<file path="src/rtl/apc_pkg.sv">
package apc_pkg;

  // Engine request codes (port encoding)
  typedef enum logic [1:0] {
    OP_START = 2'd0,
    OP_BYTE  = 2'd1,
    OP_STOP  = 2'd2
  } op_e;

  // Sequencer states
  typedef enum logic [2:0] {
    ST_IDLE,
    ST_START,
    ST_ADDR,
    ST_STOP_RETRY,
    ST_STOP_READ,
    ST_STOP_FAIL
  } st_e;

endpackage

</file>
<file path="src/rtl/apc_poll_limit.sv">
module apc_poll_limit #(
  parameter int MAX_POLLS = 64
) (
  input  logic clk,
  input  logic rst,
  input  logic clear,
  input  logic bump,
  output logic last
);
  localparam int CW = $clog2(MAX_POLLS + 1);

  logic [CW-1:0] count_q;

  always_ff @(posedge clk) begin
    if (rst || clear) begin
      count_q <= '0;
    end else if (bump) begin
      count_q <= count_q + 1'b1;
    end
  end

  // The refusal being judged now is the final permitted one
  assign last = (count_q == CW'(MAX_POLLS - 1));

endmodule

</file>
<file path="src/rtl/apc_bus_req.sv">
module apc_bus_req
  import apc_pkg::*;
#(
  parameter int BYTE_W = 8
) (
  input  logic              clk,
  input  logic              rst,
  input  logic              launch,
  input  op_e               launch_op,
  input  logic [BYTE_W-1:0] launch_byte,
  input  logic              eng_done,
  output logic              eng_req,
  output op_e               eng_op,
  output logic [BYTE_W-1:0] eng_byte,
  output logic              complete
);

  always_ff @(posedge clk) begin
    if (rst) begin
      eng_req  <= 1'b0;
      eng_op   <= OP_START;
      eng_byte <= '0;
    end else if (launch) begin
      eng_req  <= 1'b1;
      eng_op   <= launch_op;
      eng_byte <= launch_byte;
    end else if (eng_req && eng_done) begin
      eng_req  <= 1'b0;
    end
  end

  assign complete = eng_req && eng_done;

endmodule

</file>
<file path="src/rtl/apc_fsm.sv">
module apc_fsm
  import apc_pkg::*;
(
  input  logic clk,
  input  logic rst,
  input  logic cmd_valid,
  input  logic wr_next,
  input  logic complete,
  input  logic nack,
  input  logic poll_last,
  output logic ready,
  output logic accept,
  output logic launch,
  output op_e  launch_op,
  output logic poll_bump,
  output logic done_set,
  output logic open_set,
  output logic err_set
);

  st_e st_q, st_d;

  always_ff @(posedge clk) begin
    if (rst) st_q <= ST_IDLE;
    else     st_q <= st_d;
  end

  assign ready = (st_q == ST_IDLE);

  always_comb begin
    st_d      = st_q;
    accept    = 1'b0;
    launch    = 1'b0;
    launch_op = OP_START;
    poll_bump = 1'b0;
    done_set  = 1'b0;
    open_set  = 1'b0;
    err_set   = 1'b0;
    unique case (st_q)
      ST_IDLE: begin
        if (cmd_valid) begin
          accept    = 1'b1;
          launch    = 1'b1;
          launch_op = OP_START;
          st_d      = ST_START;
        end
      end
      ST_START: begin
        if (complete) begin
          launch    = 1'b1;
          launch_op = OP_BYTE;
          st_d      = ST_ADDR;
        end
      end
      ST_ADDR: begin
        if (complete) begin
          if (!nack) begin
            if (wr_next) begin
              done_set = 1'b1;
              open_set = 1'b1;
              st_d     = ST_IDLE;
            end else begin
              launch    = 1'b1;
              launch_op = OP_STOP;
              st_d      = ST_STOP_READ;
            end
          end else begin
            poll_bump = 1'b1;
            launch    = 1'b1;
            launch_op = OP_STOP;
            st_d      = poll_last ? ST_STOP_FAIL : ST_STOP_RETRY;
          end
        end
      end
      ST_STOP_RETRY: begin
        if (complete) begin
          launch    = 1'b1;
          launch_op = OP_START;
          st_d      = ST_START;
        end
      end
      ST_STOP_READ: begin
        if (complete) begin
          done_set = 1'b1;
          st_d     = ST_IDLE;
        end
      end
      ST_STOP_FAIL: begin
        if (complete) begin
          err_set = 1'b1;
          st_d    = ST_IDLE;
        end
      end
      default: st_d = ST_IDLE;
    endcase
  end

endmodule

</file>
<file path="src/rtl/ack_poll_ctrl.sv">
module ack_poll_ctrl
  import apc_pkg::*;
#(
  parameter int ADDR_W    = 7,
  parameter int MAX_POLLS = 64
) (
  input  logic              clk,
  input  logic              rst,
  input  logic              cmd_valid,
  output logic              cmd_ready,
  input  logic              cmd_is_write,
  input  logic [ADDR_W-1:0] cmd_addr,
  output logic              eng_req,
  output logic [1:0]        eng_op,
  output logic [ADDR_W:0]   eng_byte,
  input  logic              eng_done,
  input  logic              eng_nack,
  output logic              done,
  output logic              done_bus_open,
  output logic              err
);
  localparam int BYTE_W = ADDR_W + 1;

  logic              accept, launch, complete, poll_bump, poll_last;
  logic              done_set, open_set, err_set;
  op_e               launch_op, op_q;
  logic              wr_q;
  logic [ADDR_W-1:0] addr_q;
  logic [BYTE_W-1:0] launch_byte;

  // Command capture, only on acceptance
  always_ff @(posedge clk) begin
    if (rst) begin
      wr_q   <= 1'b0;
      addr_q <= '0;
    end else if (accept) begin
      wr_q   <= cmd_is_write;
      addr_q <= cmd_addr;
    end
  end

  // Address byte always carries the write direction bit
  assign launch_byte = {addr_q, 1'b0};

  apc_fsm u_fsm (
    .clk       (clk),
    .rst       (rst),
    .cmd_valid (cmd_valid),
    .wr_next   (wr_q),
    .complete  (complete),
    .nack      (eng_nack),
    .poll_last (poll_last),
    .ready     (cmd_ready),
    .accept    (accept),
    .launch    (launch),
    .launch_op (launch_op),
    .poll_bump (poll_bump),
    .done_set  (done_set),
    .open_set  (open_set),
    .err_set   (err_set)
  );

  apc_poll_limit #(.MAX_POLLS(MAX_POLLS)) u_limit (
    .clk   (clk),
    .rst   (rst),
    .clear (accept),
    .bump  (poll_bump),
    .last  (poll_last)
  );

  apc_bus_req #(.BYTE_W(BYTE_W)) u_req (
    .clk         (clk),
    .rst         (rst),
    .launch      (launch),
    .launch_op   (launch_op),
    .launch_byte (launch_byte),
    .eng_done    (eng_done),
    .eng_req     (eng_req),
    .eng_op      (op_q),
    .eng_byte    (eng_byte),
    .complete    (complete)
  );

  assign eng_op = op_q;

  // Registered completion flags
  always_ff @(posedge clk) begin
    if (rst) begin
      done          <= 1'b0;
      done_bus_open <= 1'b0;
      err           <= 1'b0;
    end else begin
      done          <= done_set;
      done_bus_open <= open_set;
      err           <= err_set;
    end
  end

endmodule

</file>
<file path="config.mk">
export PLATFORM = sky130hd
export DESIGN_NAME = ack_poll_ctrl
export DESIGN_NICKNAME = d
export VERILOG_FILES = /design/src/rtl/apc_pkg.sv /design/src/rtl/apc_poll_limit.sv /design/src/rtl/apc_bus_req.sv /design/src/rtl/apc_fsm.sv /design/src/rtl/ack_poll_ctrl.sv
export SDC_FILE = /design/constraint.sdc
export NUM_CORES = 1
export LEC_CHECK = 0
export BUFFER_PORTS_ARGS = -buffer_cell sky130_fd_sc_hd__clkbuf_2
export CAP_MARGIN = 20
export CORE_MARGIN = 10
export CORE_UTILIZATION = 35
export DETAILED_ROUTE_END_ITERATION = 8
export PLACE_DENSITY = 0.53
export SYNTH_ARGS = -nofsm -noshare
export SYNTH_HDL_FRONTEND = slang
export SYNTH_HIERARCHICAL = 1
export SYNTH_SLANG_ARGS = --single-unit
</file>
<file path="constraint.sdc">
create_clock -name clk -period 2.16 [get_ports clk]
set_input_delay 0.432 -clock clk [delete_from_list [all_inputs] [get_ports clk]]
set_output_delay 0.432 -clock clk [all_outputs]
set_load 0.02 [all_outputs]
</file>
Word level (Yosys, flattened, before mapping) --
Cells that the tools add are included.
Storage, ports and cells: register bits after elaboration 31, logic and storage cells 63
Cells by class: multiplexer cells 30, bitwise logic cells 2, add/subtract/negate cells 1, equality and inequality tests 11, reduce and logical (&&, ||, !) cells 9
Operators by type and width (number):
- $mux 3 | 8
- $mux 1 | 15
- $pmux 3 s5 | 1
- $ne 2x2->1 const B | 4
- $reduce_or 2->1 | 4
- $add 7x1->7 const B | 1
- $eq 7x6->1 const B | 1
- $eq 3x2->1 const B | 2
- $eq 3x3->1 const B | 2
- $mux 2 | 3
- $reduce_and 5->1 | 1
- $pmux 2 s2 | 1
- $eq 3x1->1 const B | 1
- $logic_not 3->1 | 1
- $pmux 1 s3 | 1
- $ne 2x1->1 const B | 1
- $not 1->1 | 2
- $pmux 1 s2 | 1
- $reduce_bool 2->1 | 1
- $logic_and 1x1->1 | 1
- $logic_or 1x1->1 | 1

Depth between registers and ports, before layout --
Gate-level depths: netlist of the first run.
depth in word-level cells 5, gate-level depth with buffers 8

Modules after synthesis --
The synthesis of the first run kept the hierarchy.
By module, submodules not included:
- apc_bus_req | cells each 37, area an instance 395.4 µm², times used 1, sequential area each 220.2 µm²
- ack_poll_ctrl | cells each 33, area an instance 369.1 µm², times used 1, sequential area each 220.2 µm²
- apc_poll_limit | cells each 35, area an instance 309.0 µm², times used 1, sequential area each 140.1 µm²
- apc_fsm | cells each 43, area an instance 300.3 µm², times used 1, sequential area each 60.1 µm²

Worst setup path after synthesis of the first run --
No wires, ideal clock.
path kind reg-to-reg, start point register u_req.eng_req, end point register u_limit.count_q[5], clock period less this slack 1665 ps, cell stages (with the launch flop) 8, path buffers 1, arrival 1595 ps, slack 495 ps, cell sequence dfxtp_1 > and2_1 > nand3_1 > nor2_1 > buf_2 > nand4_2 > or3_1 > a21oi_1
Between the ends: cells in the longest elaborated chain, start to end 3
RTL lines:
- from (decl) | line apc_bus_req.sv:12 | output logic eng_req,
- from (signal assigned) | line apc_bus_req.sv:20 | eng_req <= 1'b0;
- from (signal assigned) | line apc_bus_req.sv:24 | eng_req <= 1'b1;
- from (signal assigned) | line apc_bus_req.sv:28 | eng_req <= 1'b0;
- $logic_and 1x1->1 | line apc_bus_req.sv:32 | assign complete = eng_req && eng_done;
- named net complete | line ack_poll_ctrl.sv:24 | logic accept, launch, complete, poll_bump, poll_last;
- $mux 1 | line apc_fsm.sv:56 | if (complete) begin
- $mux 1 | line apc_fsm.sv:39 | unique case (st_q)
- named net poll_bump | line ack_poll_ctrl.sv:24
- to (signal assigned) | line apc_poll_limit.sv:18 | count_q <= count_q + 1'b1;
- to (decl) | line apc_poll_limit.sv:12 | logic [CW-1:0] count_q;
The timed path passes the listed nets, and every way through them passes these cells. A chain may end at the register's enable or synchronous reset.

Final worst setup path of the first run --
start point register u_fsm.st_q[2], end point output cmd_ready
Between the ends: cells in the longest elaborated chain, start to end 1
RTL lines:
- from (decl) | line apc_fsm.sv:21 | st_e st_q, st_d;
- from (signal assigned) | line apc_fsm.sv:25 | else st_q <= st_d;
- $logic_not 3->1 | line apc_fsm.sv:28 | assign ready = (st_q == ST_IDLE);
- to (decl) | line ack_poll_ctrl.sv:10 | output logic cmd_ready,
No other way between the ends.

==> results of run 1 <==
-- Yosys cell counts (2+ instances only) --
master    count  area (sq um)
or3_1         2          12.5
inv_1         2          7.51
a21oi_1       7          35.0
buf_6         4          45.0
and2_1        3          18.8
dfxtp_1      32           641
xor2_1        3          26.3
nor2b_1       3          18.8
nor3b_1       2          15.0
buf_2         3          15.0
nor3_1        2          10.0
nand2_1       6          22.5
o21ai_0       3          15.0
nor2_1       33           124
nand3_1       4          20.0
mux2i_1      20           200
nand2b_1      2          12.5
-- sequential cells by signal (all words and copies together), names as in the netlist --
signal and count:
u_req/eng_op 2, addr_q 7, wr_q 1, u_limit/count_q 7, done_bus_open 1, u_fsm/st_q 3, u_req/eng_byte 8, done 1
u_req/eng_req 1, err 1
-- worst register-to-register path: stages (launching register included) --
cell	delay, ps
dfxtp_1	550
or2_4	210
nor2_1	50
and2_1	180
buf_4	190
or2_2	370
a21oi_1	130
-- where the power goes --
group          internal (uW)  switching (uW)
clock network            407             223
logic                   82.5             103
registers                617            22.4
total                   1110             349
-- kinds of logic after synthesis --
group           count (synthesis)  synth area share [%]
fa+ha+maj                       1                 0.911
buf+inv                        11                  5.74
xor+xnor                        4                  2.55
compound gates                 14                  6.28
other cells                     1                 0.273
mux                            20                  14.6
flops                          32                  46.6
simple gates                   65                  23.0
-- cell type report --
class / instances / area share [%]
sequential: 32 / 38.9
inverter: 2 / 0.456
clock buffer: 7 / 5.85
tap: 48 / 3.65
clock inverter: 1 / 1.82
multi-input combinational: 105 / 39.7
timing repair buffer: 30 / 9.57
-- through the flow --
step	hold WS [ps]	instance area, sq um	setup WS (ps)	power [uW]
floorplan	458	1370	495	802
global placement	466	1520	384	837
detailed placement	477	1520	315	841
CTS	373	1650	396	1480
global route	393	1650	293	1520
finish	381	1650	414	1460
-- layout by cell type (no fill, tap or decap), drive strengths merged, types with 3 or more instances in the layout --
cell,synthesis,final
clkbuf,1,34
nor2,33,33
dfxtp,32,32
mux2i,20,20
a21oi,7,7
nand2,6,6
nand3,4,4
nor2b,4,4
buf,8,3
and2,3,3
o21ai,3,3
xor2,3,3
-- worst paths after layout --
path | start | end | slack (ps) | cells after the start
setup / recovery | u_fsm/st_q[2] | cmd_ready | 410 | 3
hold / removal | cmd_addr[4] | addr_q[4] | 380 | 3
setup reg to reg | u_fsm/st_q[2] | u_limit/count_q[5] | 410 | 6
hold reg to reg | u_limit/count_q[6] | u_limit/count_q[6] | 490 | 2
-- routing by layer --
layer	GRT usage [%]	vias up	part of all wire, %
met5	0	-	0
met4	7.53	0	3.2
met3	3.89	7	6.7
met2	14.2	26	45
met1	10.0	490	45
li1	-	551	-
==> qor.txt, run 1 <==
Util after Layout: 44.3%
Setup TNS: 0 ps
Post-synthesis cell count: 148
Final Hold Vio Count: 0
Share of cells above drive strength 1: 24.3%
Crit path launch type: flop
Worst-margin pin slew: 509 ps
Overall routing resource usage: 9.34%
Area of the multi-input gates: 654 sq um
ANT nets after route: 0
Clock root buffer: clkbuf_8
DRC viols: 0
Clk Latency, worst-skew pair: 290 ps
Hold WC Path Type: input pin to flop
Critical path peak fanout: 12
CTS resizes: 0
CTS buffer count: 5
Clk sinks: 32
Register bit total from synthesis: 32
Vias in the first global route: 1071
Routed vias: 1074
Dominant synthesized flop cell: dfxtp_1
Row count: 22
Register area: 641 sq um
Area Growth Syn to Fin: 19.9%
Kind of critical path: flop to output pin
N_diodes: 0
CP top delay family: flip-flops
Synthesized area: 1370 sq um
Die area: 6830 sq um
Avg WL per Cell: 12.7 um
Post-CTS Setup Repair Bufs: 0
Fillers: 380
Worst Skew: 7.15 ps
I/O Buffers: 27
Run status: complete, no violations
Max incr delay on CP: 420 ps
Die Y: 82.7 um
P_leak: 0.000708 uW
Mean number of vias per cell: 4.77
Yosys warns: 6
Post-synth EDFFs: 0
Largest net degree at the start of global routing: 27
Peak Freq: 573 MHz
Slew HR: 66.1%
CTS max path bufs: 2
Max-slew violation count: 0
VDD IR max: 0.000442 V
Post-Syn Area per Cell: 9.28 sq um
Tmin final: 1750 ps
Non-Filler Instances: 225
Syn nets: 162
Max Cap Viol: 0
Initial core utilization: 37.0%
DRT Pass-1 Iters: 4
IO Pins: 28
Net count, final: 190
Data arrival time of the worst path: 1310 ps
Number of H-tree levels: 2
Total gr overflow: 0
Crit path max-delay cell type: dfxtp_1
Antenna violations before repair: 0
Synth cell types: 34
Cell breakdown of the critical path: or2_4 > nor2_1 > clkbuf_2
RSZ-0062 raised after global routing: no
RePlAce Congestion: 0.796
Asr flop ratio synth: 0%
Critical Path RT: 1730 ps
Die W: 82.7 um
Count of final setup violators: 0
DP HPWL: 2070 um
WP buf/inv: 1
Placed insts: 217
First-pass GRT wire length: 4830 um
PD cells: 884 nW/um^2
Reg clk slew, reported paths: 70 ps
Crit end category: output pin
Hold buffer count at CTS: 0
Final Cycle Share: 80.8%
Routed WL: 2850 um
Core Region: 3720 sq um
1st-iter DRT viols: 52
CTS tree: built
Sequential area share after synthesis: 46.6%
Power figures use the tool's default switching activity.
==> run 2, diff against run 1 <==
Settings changed: ABC_AREA set to 1, PLACE_DENSITY 0.53 to 0.55.
Clock period 2.16 ns to 1.5 ns, I/O delays scaled along.
==> qor.txt, run 2 <==
Synth cell types: 22 (was 34)
Routed WL: 3180 um (was 2850 um)
Top cells by area, synth: dfxtp_1, nor2_1, nand2_1 (was dfxtp_1, mux2i_1, nor2_1)
ANT nets after route: 0 (unchanged)
Fin area: 1810 sq um (was 1650 sq um)
Crit path launch type: flop (unchanged)
Avg WL per Cell: 10.5 um (was 12.7 um)
Hold WC Path Type: input pin to flop (unchanged)
HP Start: cmd_addr[4] (unchanged)
Overall routing resource usage: 9.09% (was 9.34%)
Hold Path Cell Cnt: 5 (was 3)
Post-synth EDFFs: 0 (unchanged)
Post-synthesis cell count: 214 (was 148)
Hold buffer count at CTS: 0 (unchanged)
Yosys warns: 6 (unchanged)
Number of H-tree levels: 2 (unchanged)
Cell taking the most area after synthesis: dfxtp_1 (unchanged)
Crit path max-delay cell type: dfxtp_1 (unchanged)
Worst Skew: 4.50 ps (was 7.15 ps)
Routed vias: 1310 (was 1074)
CTS tree: built (unchanged)
RePlAce Congestion: 0.853 (was 0.796)
Reg clk slew, reported paths: 70 ps (about the same)
Max-slew violation count: 0 (unchanged)
Mean number of vias per cell: 4.34 (was 4.77)
Peak Freq: 719 MHz
Post-synthesis mux area share: 0% (was 14.6%)
Kind of critical path: flop to output pin (unchanged)
Worst setup startpoint: u_fsm/st_q[1] (was u_fsm/st_q[2])
Worst R2R End: u_limit/count_q[5] (unchanged)
Data arrival time of the worst path: 1090 ps (was 1310 ps)
Critical Path RT: 1200 ps (was 1730 ps)
Tmin final: 1390 ps
DP HPWL: 2370 um (was 2070 um)
Initial core utilization: 36.7% (was 37.0%)
R2R Path Start: u_fsm/st_q[2] (unchanged)
Area Growth Syn to Fin: 22.7% (was 19.9%)
Area fraction in compound gates after synthesis: 8.04% (was 6.28%)
Clk sinks: 32 (unchanged)
Max incr delay on CP: 410 ps (was 420 ps)
Most frequent cells in the layout: nor2_1, nand2_1, dfxtp_1, inv_1, clkbuf_2 (was nor2_1, dfxtp_1, clkbuf_2, mux2i_1)
Run status: complete, no violations (unchanged)
Critical path peak fanout: 6 (was 12)
Cell Area, Placed: 1680 sq um (was 1520 sq um)
Hold_ws: 289 ps (was 381 ps)
Commonest cells post-synth: nor2_1, nand2_1, dfxtp_1, inv_1, nand3_1 (was nor2_1, dfxtp_1, mux2i_1, a21oi_1, nand2_1)
Largest family of logic cells by synthesized area: simple AND/OR/NAND/NOR gates (unchanged)
Die W: 85.0 um (was 82.7 um)
Clk Latency, worst-skew pair: 280 ps (was 290 ps)
Synth Area in XOR/XNOR: 0% (was 2.55%)
CP top delay family: flip-flops (unchanged)
Max Cap Viol: 0 (unchanged)
Sequential area share after synthesis: 43.4% (was 46.6%)
Synth top area share: 43.4% (was 46.6%)
DRC viols: 0 (unchanged)
N_diodes: 0 (unchanged)
Most frequent cell after synthesis: nor2_1 (unchanged)
Synth Area in Simple Gates: 35.8% (was 23.0%)
Dominant synthesized flop cell: dfxtp_1 (unchanged)
Antenna violations before repair: 0 (unchanged)
Total gr overflow: 0 (unchanged)
Worst r2r path cells: 10 (was 6)
IO Pins: 28 (unchanged)
Die area: 7220 sq um (was 6830 sq um)
Share of cells above drive strength 1: 27.0% (was 24.3%)
P_leak: 0.000919 uW (was 0.000708 uW)
CTS buffer count: 5 (unchanged)
Biggest regs: u_req/eng_byte x8, addr_q x7, u_limit/count_q x7 (unchanged)
Hold Path End: addr_q[4] (unchanged)
Max reg flops: 8 (unchanged)
Core Region: 4030 sq um (was 3720 sq um)
R2R setup slack: 140 ps (was 410 ps)
Final Cycle Share: 92.7%
Asr flop ratio synth: 0% (unchanged)
Register bit total from synthesis: 32 (unchanged)
Post-Synth Adder-Cell Area: 0.847% (was 0.911%)
Biggest register: u_req/eng_byte (unchanged)
Net count, final: 265 (was 190)
Die Y: 85.0 um (was 82.7 um)
Number of cells on the critical path: 4 (was 3)
Clock root buffer: clkbuf_8 (unchanged)
Vias in the first global route: 1196 (was 1071)
First-pass GRT wire length: 5470 um (was 4830 um)
Synthesized area: 1480 sq um (was 1370 sq um)
DRT Pass-1 Iters: 4 (unchanged)
Count of final setup violators: 0 (unchanged)
Largest net degree at the start of global routing: 17 (was 27)
Crit end category: output pin (unchanged)
Cell breakdown of the critical path: inv_2 > nand2_2 > inv_1 > clkbuf_2 (was or2_4 > nor2_1 > clkbuf_2)
I/O Buffers: 27 (unchanged)
1st-iter DRT viols: 42 (was 52)
PD cells: 1990 nW/um^2 (was 884 nW/um^2)
Final Hold Vio Count: 0 (unchanged)
Post-Syn Area per Cell: 6.90 sq um (was 9.28 sq um)
Commonest non-fill, non-tap cell in the layout: nor2_1 (unchanged)
Row count: 23 (was 22)
Syn nets: 228 (was 162)
WP buf/inv: 3 (was 1)
VDD IR max: 0.000759 V (was 0.000442 V)
CTS max path bufs: 2 (unchanged)
==> run 2: changes by cell type after synthesis, sizes merged, moves of 3 or more <==
cell,change
nor2b,-4
xor2,-3
mux2i,-20
o21ai,+12
buf,-4
nand3,+8
nand2,+39
inv,+33
nor2,+27
and2,-3
==> run 2: cell families (layout without fill, tap and decap cells) <==
logic type | count (synthesis) | in the layout
fa+ha+maj | 1 | 1
simple gates | 119 | 119
other cells | 1 | 1
buf+inv | 39 | 77
flops | 32 | 32
compound gates | 22 | 22
==> run 2: how the worst max path moves through the flow <==
stage                                     to  slack (ps)
after floorplan           u_limit/count_q[5]          50
after global placement    u_limit/count_q[5]         100
after detailed placement  u_limit/count_q[5]          70
after CTS                 u_limit/count_q[5]          60
after global routing      u_limit/count_q[5]          -1
final                              cmd_ready         110
==> run 2: timing repair <==
item                                    CTS  global route
resized for setup                         0             4
hold endpoints to repair                  0             0
buffers inserted                          0             1
endpoints found under the setup margin    0            14
==> run 2: area by class of cell <==
cell class | count | area, sq um
well taps | 50 | 62.6
clock inverters | 3 | 42.5
inverters | 35 | 131
flip-flops and latches | 32 | 642
clock buffers | 5 | 68.8
repair buffers | 34 | 188
fillers | 455 | 2220
multi-input cells | 143 | 678
==> run 2: per-stage QoR <==
stage,util (%),power [uW],setup TNS (ps),worst slack (ps),std cells
6_report,45.0,3610,0,109,302
5_1_grt,45.0,3900,-1.12,-1.12,302
4_1_cts,44.5,3620,0,64.4,301
3_5_place_dp,41.7,2780,0,72.8,293
3_3_place_gp,41.7,2770,0,101,293
2_1_floorplan,-,2450,0,47.8,214
==> run 2: where the power goes <==
| part | leakage [uW] | internal (uW) | switching [uW] |
|---|---|---|---|
| Clock | 0.0000541 | 491 | 334 |
| Combinational | 0.000602 | 547 | 971 |
| Sequential | 0.000263 | 1100 | 164 |
==> run 2: worst reg2reg max path: stages (launching register included) <==
cell and delay (ps):
dfxtp_2 350, nor2_4 140, nand2_1 100, inv_1 90, nand2_2 80, nor2_4 110, nand2_2 70, nor2_4 140
nand3_1 80, nand2_1 60, nor2_1 30
==> run 2: layer usage <==
| metal | global-route usage, % | share of wire, % | vias to the layer above | wire, um |
|---|---|---|---|---|
| met1 | 11.3 | 48 | 554 | 1530 |
| met2 | 12.5 | 43 | 29 | 1360 |
| met5 | 0 | 0 | - | 0 |
| li1 | - | - | 720 | - |
| met3 | 4.78 | 7.6 | 7 | 243 |
| met4 | 4.04 | 1.6 | 0 | 50 |
==> run 3, diff against run 2 <==
Settings changed: CORE_ASPECT_RATIO set to 0.75, CORE_UTILIZATION 35 to 48, PLACE_DENSITY 0.55 to 0.71.
==> qor.txt, run 3 (synthesis gave the netlist of run 2 again) <==
Hold WC Path Type: input pin to flop (unchanged)
Reg clk slew, reported paths: 70 ps (about the same)
Kind of critical path: flop to output pin (unchanged)
Max reg flops: 8 (unchanged)
N_diodes: 0 (unchanged)
P_leak: 0.000914 uW (was 0.000919 uW)
Worst R2R End: u_limit/count_q[5] (unchanged)
Share of cells above drive strength 1: 28.6% (was 27.0%)
Critical Path RT: 1200 ps (about the same)
Antenna violations before repair: 0 (unchanged)
Crit path launch type: flop (unchanged)
Commonest non-fill, non-tap cell in the layout: nor2_1 (unchanged)
Area Growth Syn to Fin: 21.1% (was 22.7%)
Die Y: 68.1 um (was 85.0 um)
Final Hold Vio Count: 0 (unchanged)
First-pass GRT wire length: 5530 um (was 5470 um)
Vias in the first global route: 1230 (was 1196)
R2R Path Start: u_fsm/st_q[2] (unchanged)
Net count, final: 265 (unchanged)
Sequential Power Share: 36.4% (was 35.1%)
Hold Path Cell Cnt: 5 (unchanged)
Die area: 5720 sq um (was 7220 sq um)
Worst r2r path cells: 10 (unchanged)
RePlAce Congestion: 0.885 (was 0.853)
Clk Latency, worst-skew pair: 280 ps (about the same)
Die W: 84.1 um (was 85.0 um)
DP HPWL: 2250 um (was 2370 um)
Switching Fraction: 42.1% (was 40.7%)
Hold buffer count at CTS: 0 (unchanged)
IO Pins: 28 (unchanged)
CTS buffer count: 5 (unchanged)
Util after Layout: 60.5% (was 45.0%)
Power share of the combinational group: 44.2% (was 42.0%)
DRT Pass-1 Iters: 4 (unchanged)
Row count: 17 (was 23)
Fin worst setup slack: 82.7 ps (was 109 ps)
DRC viols: 0 (unchanged)
Largest net degree at the start of global routing: 15 (was 17)
Cell Area, Placed: 1670 sq um (was 1680 sq um)
Fin area: 1790 sq um (was 1810 sq um)
Hold Path End: addr_q[0] (was addr_q[4])
Mean number of vias per cell: 4.56 (was 4.34)
Biggest regs: u_req/eng_byte x8, addr_q x7, u_limit/count_q x7 (unchanged)
Run status: complete, no violations (unchanged)
Routed WL: 3080 um (was 3180 um)
Initial core utilization: 50.0% (was 36.7%)
Peak Freq: 706 MHz (was 719 MHz)
Max Cap Viol: 0 (unchanged)
Biggest register: u_req/eng_byte (unchanged)
Cell Int Power: 2030 uW (was 2140 uW)
Fillers: 304 (was 455)
Most frequent cells in the layout: nor2_1, nand2_1, dfxtp_1, inv_1, clkbuf_2 (unchanged)
Avg WL per Cell: 10.6 um (was 10.5 um)
Crit end category: output pin (unchanged)
Core Region: 2960 sq um (was 4030 sq um)
1st-iter DRT viols: 122 (was 42)
ANT nets after route: 0 (unchanged)
Tmin final: 1420 ps (was 1390 ps)
Total gr overflow: 0 (unchanged)
Number of H-tree levels: 2 (unchanged)
Data arrival time of the worst path: 1120 ps (was 1090 ps)
I/O Buffers: 27 (unchanged)
HP Start: cmd_addr[0] (was cmd_addr[4])
Clk pwr share: 19.4% (was 22.9%)
Final Cycle Share: 94.5% (was 92.7%)
Overall routing resource usage: 12.0% (was 9.09%)
PD cells: 1960 nW/um^2 (was 1990 nW/um^2)
Pre-CTS setup slack: 55.1 ps (was 72.8 ps)
CTS max path bufs: 2 (unchanged)
Power Total: 3500 uW (was 3610 uW)
R2R setup slack: 110 ps (was 140 ps)
Worst Skew: 5.69 ps (was 4.50 ps)
Count of final setup violators: 0 (unchanged)
VDD IR max: 0.000778 V (was 0.000759 V)
CTS tree: built (unchanged)
Critical path peak fanout: 4 (was 6)
Psw: 1470 uW (about the same)
Clk sinks: 32 (unchanged)
Routed vias: 1321 (was 1310)
Clock root buffer: clkbuf_8 (unchanged)
Max-slew violation count: 0 (unchanged)
==> run 3: changes by cell type in the layout (fill, tap and decap cells not counted), sizes merged <==
cell      before  now
buf            7    8
bufinv         1    0
clkinv         1    2
clkinvlp       1    0
==> run 3: through the flow <==
| step | TNS, ps | std cells | hold slack (ps) |
|---|---|---|---|
| after global routing | -60.4 | 290 | 293 |
| after CTS | 0 | 289 | 277 |
| after detailed placement | 0 | 281 | 466 |
| final | 0 | 290 | 286 |
| after global placement | 0 | 281 | 463 |
| after floorplan | 0 | 214 | 362 |
==> run 3: critical path, stage by stage, from the launching register on <==
cell and delay (ps):
dfxtp_2 350, nor2_4 180, nand2_2 100, inv_1 50
buf_2 150
==> run 3: area by class of cell <==
| cell class | instances | area, sq um | share of cell area, % |
|---|---|---|---|
| Multi-Input combinational cell | 143 | 683 | 38.2 |
| Sequential cell | 32 | 643 | 35.9 |
| Timing Repair Buffer | 34 | 191 | 10.7 |
| Inverter | 35 | 131 | 7.34 |
| Clock buffer | 6 | 82.6 | 4.62 |
| Tap cell | 38 | 47.5 | 2.66 |
| Clock inverter | 2 | 10.0 | 0.559 |
==> run 3: routing by layer <==
layer	part of all wire, %	vias up	wire length [um]	global-route usage, %
met5	0	-	0	0
met4	0.62	0	19	5.00
met3	7.5	2	232	5.69
met2	41	32	1270	16.4
met1	51	561	1560	15.7
li1	-	726	-	-
==> run 3: power by group through the flow <==
stage	Clock [uW]	Combinational, uW	Sequential, uW
floorplan	0	1030	1420
global placement	0	1490	1270
detailed placement	0	1500	1280
CTS	705	1510	1260
global route	761	1760	1310
finish	681	1550	1270
==> run 3: repair_timing <==
action,CTS,global route
endpoints found under the setup margin,0,19
setup buffers,0,1
resized for setup,0,10
==> run 3: worst max path at each step <==
stage	from	end	slack, ps	cells after the start
4_1_cts	u_fsm/st_q[2]	u_limit/count_q[5]	40	10
3_3_place_gp	u_fsm/st_q[2]	u_limit/count_q[5]	110	10
3_5_place_dp	u_fsm/st_q[2]	u_limit/count_q[5]	60	10
6_report	u_fsm/st_q[2]	cmd_ready	80	4
2_1_floorplan	u_fsm/st_q[0]	u_limit/count_q[5]	50	10
5_1_grt	u_fsm/st_q[2]	u_limit/count_q[5]	-20	10
